### src/rtl/eoc_readout_pkg.sv
package eoc_readout_pkg;
  typedef enum logic {
    SEL_HI = 1'b0,
    SEL_LO = 1'b1
  } byte_sel_e;
endpackage

### src/rtl/eoc_pulse_gen.sv
module eoc_pulse_gen #(
  parameter int PULSE_CYC = 40
) (
  input  logic clk_i,
  input  logic rst_ni,
  input  logic fire_i,
  output logic busy_o
);
  localparam int CW = (PULSE_CYC > 1) ? $clog2(PULSE_CYC) : 1;
  localparam logic [CW-1:0] LOAD = CW'(PULSE_CYC - 1);

  logic [CW-1:0] cnt_q;

  always_ff @(posedge clk_i or negedge rst_ni) begin
    if (!rst_ni)             cnt_q <= '0;
    else if (fire_i)         cnt_q <= LOAD;
    else if (cnt_q != '0)    cnt_q <= cnt_q - 1'b1;
  end

  assign busy_o = (cnt_q != '0);


  countdown_chk: assert property (@(posedge clk_i) disable iff (!rst_ni)
    (busy_o && !fire_i) |=> (cnt_q == $past(cnt_q) - 1'b1));


  reload_chk: assert property (@(posedge clk_i) disable iff (!rst_ni)
    fire_i |=> (cnt_q == LOAD));
endmodule

### src/rtl/eoc_irq_flag.sv
module eoc_irq_flag (
  input  logic clk_i,
  input  logic rst_ni,
  input  logic set_i,
  input  logic clr_i,
  output logic flag_o
);
  logic flag_q;

  // set dominates: one-shot overrides a held clear
  always_ff @(posedge clk_i or negedge rst_ni) begin
    if (!rst_ni)     flag_q <= 1'b0;
    else if (set_i)  flag_q <= 1'b1;
    else if (clr_i)  flag_q <= 1'b0;
  end

  assign flag_o = flag_q;


  set_wins_chk: assert property (@(posedge clk_i) disable iff (!rst_ni)
    set_i |=> flag_o);


  clear_chk: assert property (@(posedge clk_i) disable iff (!rst_ni)
    (clr_i && !set_i) |=> !flag_o);


  hold_chk: assert property (@(posedge clk_i) disable iff (!rst_ni)
    (!clr_i && !set_i) |=> (flag_o == $past(flag_o)));
endmodule

### src/rtl/eoc_byte_mux.sv
module eoc_byte_mux
  import eoc_readout_pkg::*;
#(
  parameter int RES_W  = 10,
  parameter int BYTE_W = 8,
  parameter int BUS_W  = 16
) (
  input  logic             clk_i,
  input  logic             rst_ni,
  input  logic             xfer_i,
  input  logic             rd_done_i,
  input  logic             wide_i,
  input  logic             oe_i,
  input  logic [RES_W-1:0] res_i,
  output logic [BUS_W-1:0] data_o
);
  localparam int LO_BITS = RES_W - BYTE_W;
  localparam int LO_PAD  = BYTE_W - LO_BITS;

  byte_sel_e  sel_q;
  logic [BYTE_W-1:0] hi_byte, lo_byte, nar_byte;
  logic [BUS_W-1:0]  bus_val;

  always_ff @(posedge clk_i or negedge rst_ni) begin
    if (!rst_ni)                    sel_q <= SEL_HI;
    else if (xfer_i || wide_i)      sel_q <= SEL_HI;
    else if (rd_done_i)             sel_q <= (sel_q == SEL_HI) ? SEL_LO : SEL_HI;
  end

  // left-justified split: upper bits first, remainder padded with zeros
  assign hi_byte  = res_i[RES_W-1 -: BYTE_W];
  assign lo_byte  = {res_i[LO_BITS-1:0], {LO_PAD{1'b0}}};
  assign nar_byte = (sel_q == SEL_HI) ? hi_byte : lo_byte;

  always_comb begin
    if (wide_i) bus_val = BUS_W'(res_i);
    else        bus_val = BUS_W'(nar_byte);
  end

  assign data_o = oe_i ? bus_val : '0;


  ptr_toggle_chk: assert property (@(posedge clk_i) disable iff (!rst_ni)
    (rd_done_i && !xfer_i && !wide_i) |=> (sel_q != $past(sel_q)));


  ptr_rewind_chk: assert property (@(posedge clk_i) disable iff (!rst_ni)
    xfer_i |=> (sel_q == SEL_HI));


  lo_pad_chk: assert property (@(posedge clk_i) disable iff (!rst_ni)
    (oe_i && !wide_i && sel_q == SEL_LO) |-> (data_o[LO_PAD-1:0] == '0));
endmodule

### src/rtl/eoc_readout.sv
module eoc_readout #(
  parameter int RES_W     = 10,
  parameter int BYTE_W    = 8,
  parameter int BUS_W     = 16,
  parameter int PULSE_CYC = 40
) (
  input  logic             clk_i,
  input  logic             rst_ni,
  input  logic             xfer_i,
  input  logic [RES_W-1:0] result_i,
  input  logic             wide_i,
  input  logic             cs_ni,
  input  logic             rd_ni,
  input  logic             wr_ni,
  output logic [BUS_W-1:0] data_o,
  output logic             data_oe_o,
  output logic             intr_no
);
  logic [RES_W-1:0] res_q;
  logic rd_act, rd_act_q, rd_done, start_req;
  logic pulse_busy, irq_flag;

  assign rd_act    = !cs_ni && !rd_ni;
  assign start_req = !cs_ni && !wr_ni;
  assign rd_done   = rd_act_q && !rd_act;

  always_ff @(posedge clk_i or negedge rst_ni) begin
    if (!rst_ni) begin
      res_q    <= '0;
      rd_act_q <= 1'b0;
    end else begin
      rd_act_q <= rd_act;
      if (xfer_i) res_q <= result_i;
    end
  end

  eoc_pulse_gen #(.PULSE_CYC(PULSE_CYC)) u_pulse (
    .clk_i  (clk_i),
    .rst_ni (rst_ni),
    .fire_i (xfer_i),
    .busy_o (pulse_busy)
  );

  eoc_irq_flag u_irq (
    .clk_i  (clk_i),
    .rst_ni (rst_ni),
    .set_i  (xfer_i || pulse_busy),
    .clr_i  (rd_act || start_req),
    .flag_o (irq_flag)
  );

  eoc_byte_mux #(.RES_W(RES_W), .BYTE_W(BYTE_W), .BUS_W(BUS_W)) u_mux (
    .clk_i     (clk_i),
    .rst_ni    (rst_ni),
    .xfer_i    (xfer_i),
    .rd_done_i (rd_done),
    .wide_i    (wide_i),
    .oe_i      (data_oe_o),
    .res_i     (res_q),
    .data_o    (data_o)
  );

  assign data_oe_o = rd_act;
  assign intr_no   = !irq_flag;


  latch_chk: assert property (@(posedge clk_i) disable iff (!rst_ni)
    xfer_i |=> (res_q == $past(result_i)));


  keep_chk: assert property (@(posedge clk_i) disable iff (!rst_ni)
    !xfer_i |=> $stable(res_q));


  irq_fall_chk: assert property (@(posedge clk_i) disable iff (!rst_ni)
    xfer_i |=> !intr_no);


  wide_top_chk: assert property (@(posedge clk_i) disable iff (!rst_ni)
    (data_oe_o && wide_i) |-> (data_o[BUS_W-1:RES_W] == '0));
endmodule

### config.mk
export PLATFORM = sky130hd
export DESIGN_NAME = eoc_readout
export DESIGN_NICKNAME = d
export VERILOG_FILES = /design/src/rtl/eoc_readout_pkg.sv /design/src/rtl/eoc_pulse_gen.sv /design/src/rtl/eoc_irq_flag.sv /design/src/rtl/eoc_byte_mux.sv /design/src/rtl/eoc_readout.sv
export SDC_FILE = /design/constraint.sdc
export NUM_CORES = 1
export LEC_CHECK = 0
export ABC_CLOCK_PERIOD_IN_PS = 1600
export BUFFER_PORTS_ARGS = -buffer_cell sky130_fd_sc_hd__buf_4
export CAP_MARGIN = 20
export CORE_MARGIN = 4
export CORE_UTILIZATION = 48
export CTS_CLUSTER_DIAMETER = 200
export CTS_CLUSTER_SIZE = 20
export DETAILED_ROUTE_END_ITERATION = 6
export GPL_ROUTABILITY_DRIVEN = 0
export PLACE_DENSITY = 0.73
export SYNTH_ARGS = -nofsm -noshare
export SYNTH_HDL_FRONTEND = slang
export SYNTH_SLANG_ARGS = --single-unit
### constraint.sdc
create_clock -name clk_i -period 1.6 [get_ports clk_i]
set_input_delay 0.24 -clock clk_i [delete_from_list [all_inputs] [get_ports clk_i]]
set_output_delay 0.24 -clock clk_i [all_outputs]
set_load 0.01 [all_outputs]
==> metrics.sh <==
OUTCOME='complete, but fails checks'
VIOLATIONS='negative setup slack'
DRT_FIRST_PASS_ITERS=4
FMAXACHIEVABLE_MHz=606
MAXCAPVIOLCOUNT=0
DIE_H_UM=54.3
YS_TOP_CELLS_BY_AREA='sky130_fd_sc_hd__dfrtp_1 46%, sky130_fd_sc_hd__mux2_2 13%, sky130_fd_sc_hd__nor2_1 5.5%, sky130_fd_sc_hd__mux2i_1 4.9%, sky130_fd_sc_hd__buf_4 4.4%'
NETLIST_INSTANCES=98
FINALHOLDVIOLATIONS=0
POST-ROUTE-UTIL=0.643
POWERDENSITY_mW_PER_MM2=766
PORT-BUFFER-COUNT=28
FINAL_ANT_VIOL_NETS=0
WORST_HOLD_PATH_TYPE='input port to flip-flop'
GRT_MAX_DEGREE=23
ROUTE.MET3.WL_UM=164
POWER.IR.VDD_WORST_mV=0.578
SYNTH-SEQ-AREA-SHARE=0.462
DIEAREA_MM2=0.00295
WORSTREGTOREGCELLS=3
PLACEMENT.CELL_AREA_MM2=0.00123
HIGHEST-SIGNAL-LAYER='met4'
CRIT_TYPE='flip-flop to output pin'
GRT_FIRST_PASS_WIRELENGTH_MM=3.42
DRT-TOTAL-WL_MM=2.24
SYNTH_SEQ_CELLS=19
CORE_AREA_MM2=0.00200
CTS-BUFFERS-INSERTED=3
CLOCK_PERIOD_MINUS_FINAL_WORST_SETUP_SLACK_PS=1650
ANTENNA_DIODE_COUNT=0
CLOCKROOTBUFFER='sky130_fd_sc_hd__clkbuf_4'
FINAL_LAYOUT_SIZE_SUFFIX_GT1_FRAC=0.386
CRITPATHARRIVALTIME_PS=1410
VIAS_IN_THE_FIRST_GLOBAL_ROUTE=754
SETUP_VIOL_COUNT_FINAL=2
ROUTED-WL-MET2_MM=1.15
POST-PLACE-WS_PS=163
NUM_IO_PINS=35
SYN-MEAN-INSTANCE-AREA_UM2=10.5
ROUTEDWLPERCELL_UM=14.5
DESIGN.FINAL.NETS=147
DETAIL_ROUTE.DRC_VIOLATIONS=0
POST-ROUTE-PERIOD-UTIL=1.03
CRIT_PATH_END_KIND='output pin'
RSZ0062_AT_GRT='true'
PATH_CLK_SLEW_PS=110
GLOBAL_ROUTE.OVERFLOW_TOTAL=0
NUMBER_OF_ANTENNA_VIOLATIONS_AT_THE_FIRST_CHECK_IN_GLOBAL_ROUTING=0
GR-USAGE-ALL-LAYERS=0.166
CELLLEAKAGEPOWER_nW=0.627
LAYOUT_COMMON_CELLS='29 x sky130_fd_sc_hd__buf_4, 18 x sky130_fd_sc_hd__dfrtp_1, 14 x sky130_fd_sc_hd__nor2_1, 10 x sky130_fd_sc_hd__mux2_2, 6 x sky130_fd_sc_hd__conb_1'
FINAL_MAX_SLEW_VIOLS=0
FLOORPLAN.INITIALDENSITY=0.514
PATH_MAX_FANOUT=5
HOLD_PATH_DEPTH=2
TRITONCTS='yes'
TOTALPOWERFINAL_mW=0.985
CORE.ROWCOUNT=16
NUMCLOCKSINKS=19
POST-DP-HPWL_MM=1.64
DIEWIDTH_UM=54.3
FINAL.SETUP.WORST_SLACK_PS=-49.4
DP_CELLS=148
CRITICAL_PATH.STARTPOINT_TYPE='flip-flop'
MET1_LENGTH_UM=896
SYN-CELL-AREA_MM2=0.00103
FLOW.AREA_GROWTH_FROM_SYNTHESIS_PCT=24.9
DESIGN_AREA_MM2=0.00129
FINAL_COMMON_CELL='sky130_fd_sc_hd__buf_4'
DRTITER0DRC=13
PROPORTION_OF_NETLIST_AREA_HELD_BY_THE_LARGEST_AREA_CONTRIBUTOR=0.462
DR_TOTAL_VIAS=801
YS.WARNINGS.COUNT=0
YS_TYPES=27
WORST_EP_REQUIRED_TIME_PS=1360
FIN_CELLS=154
SYNTH_LARGEST_AREA_CELL='sky130_fd_sc_hd__dfrtp_1'
VIAS_PER_CELL=5.20
HTREE_NUM_LEVELS=1
WORSTSKEWPAIRLATENCY_PS=300
CTSLONGESTPATHBUFFERS=2
WORST_CLK_SKEW_PS=6.56
per-stage QoR:
stage | setup TNS (ps) | hold WS [ps]
global route | -366 | 143
finish | -86.9 | 167
CTS | -96.9 | 158
global placement | 0 | 127
floorplan | 0 | -55.6
detailed placement | 0 | 129
flip-flops by register name, indices dropped and copies added, names as in the netlist:
register / cells
u_mux.sel_q: 1
rd_act_q: 1
u_irq.flag_o: 1
res_q: 10
u_pulse.cnt_q: 6
synth_stat cells:
master                     instances
sky130_fd_sc_hd__conb_1            1
sky130_fd_sc_hd__ha_1              2
sky130_fd_sc_hd__nor2_1           15
sky130_fd_sc_hd__nand3b_1          1
sky130_fd_sc_hd__or3_4             1
sky130_fd_sc_hd__nand2_1           1
sky130_fd_sc_hd__buf_4             6
sky130_fd_sc_hd__buf_2             1
sky130_fd_sc_hd__mux2_2           12
sky130_fd_sc_hd__nor3b_4           1
sky130_fd_sc_hd__or2_2             1
sky130_fd_sc_hd__nor2b_1           1
sky130_fd_sc_hd__xnor2_1           1
sky130_fd_sc_hd__a21oi_1           3
sky130_fd_sc_hd__a21o_1            1
sky130_fd_sc_hd__mux2i_1           5
sky130_fd_sc_hd__inv_1             5
sky130_fd_sc_hd__a22oi_1           5
sky130_fd_sc_hd__or3_1             2
sky130_fd_sc_hd__o21ai_0           2
sky130_fd_sc_hd__dfrtp_1          19
sky130_fd_sc_hd__nor3_1            3
sky130_fd_sc_hd__o31ai_1           1
sky130_fd_sc_hd__nor3b_1           2
sky130_fd_sc_hd__xor2_1            1
sky130_fd_sc_hd__clkbuf_1          3
sky130_fd_sc_hd__and3_1            2
path summary, 6_finish.rpt:
kind / endpoint / from / slack (ps)
worst min register to register: u_irq.flag_o / u_irq.flag_o / 500
worst min-delay path: res_q[1] / result_i[1] / 170
max in group asynchronous: u_mux.sel_q / rst_ni / 1040
min in group asynchronous: res_q[1] / rst_ni / 350
worst max register to register: u_pulse.cnt_q[0] / u_pulse.cnt_q[2] / 120
worst max-delay path: data_o[6] / u_mux.sel_q / -50
cell type report:
type / count / area, um2
clock buffer: 4 / 26.3
fill: 177 / 716
inverter: 5 / 18.8
multi-input combinational: 69 / 503
sequential: 19 / 477
tap: 27 / 33.8
timing repair buffer: 30 / 228
cell families (layout without fill, tap and decap cells):
kind of cell	after synthesis	in the layout	share of synthesized area
other	1	6	0.00364
AND/OR/NAND/NOR	30	30	0.160
XOR/XNOR	2	2	0.0170
buffers and inverters	15	39	0.0778
AO/OA/AOI/OAI	12	12	0.0753
flip-flops	19	19	0.462
multiplexers	17	17	0.180
adder cells (fa/ha/maj)	2	2	0.0243
power breakdown:
group,switching (mW),total [mW],internal [mW]
sequential,0.0307,0.545,0.514
combinational,0.0864,0.193,0.106
clock,0.151,0.248,0.0971
worst max-delay path, stage by stage, from the launching register on:
cell and delay [ps]:
sky130_fd_sc_hd__dfrtp_2 470, sky130_fd_sc_hd__mux2_4 310, sky130_fd_sc_hd__mux2i_1 120, sky130_fd_sc_hd__nor2_1 60, sky130_fd_sc_hd__buf_4 140
layer usage:
metal | GRT usage | up-vias
li1 | - | 382
met1 | 0.195 | 384
met2 | 0.271 | 31
met3 | 0.0572 | 4
met4 | 0.0788 | 0
met5 | 0 | -
what timing repair did:
action,CTS,global route
gates resized for setup,4,0
buffers inserted,1,0
hold endpoints to repair,19,0
hold buffers,1,0
setup endpoints to repair,7,7
Power figures use the tool's default switching activity.
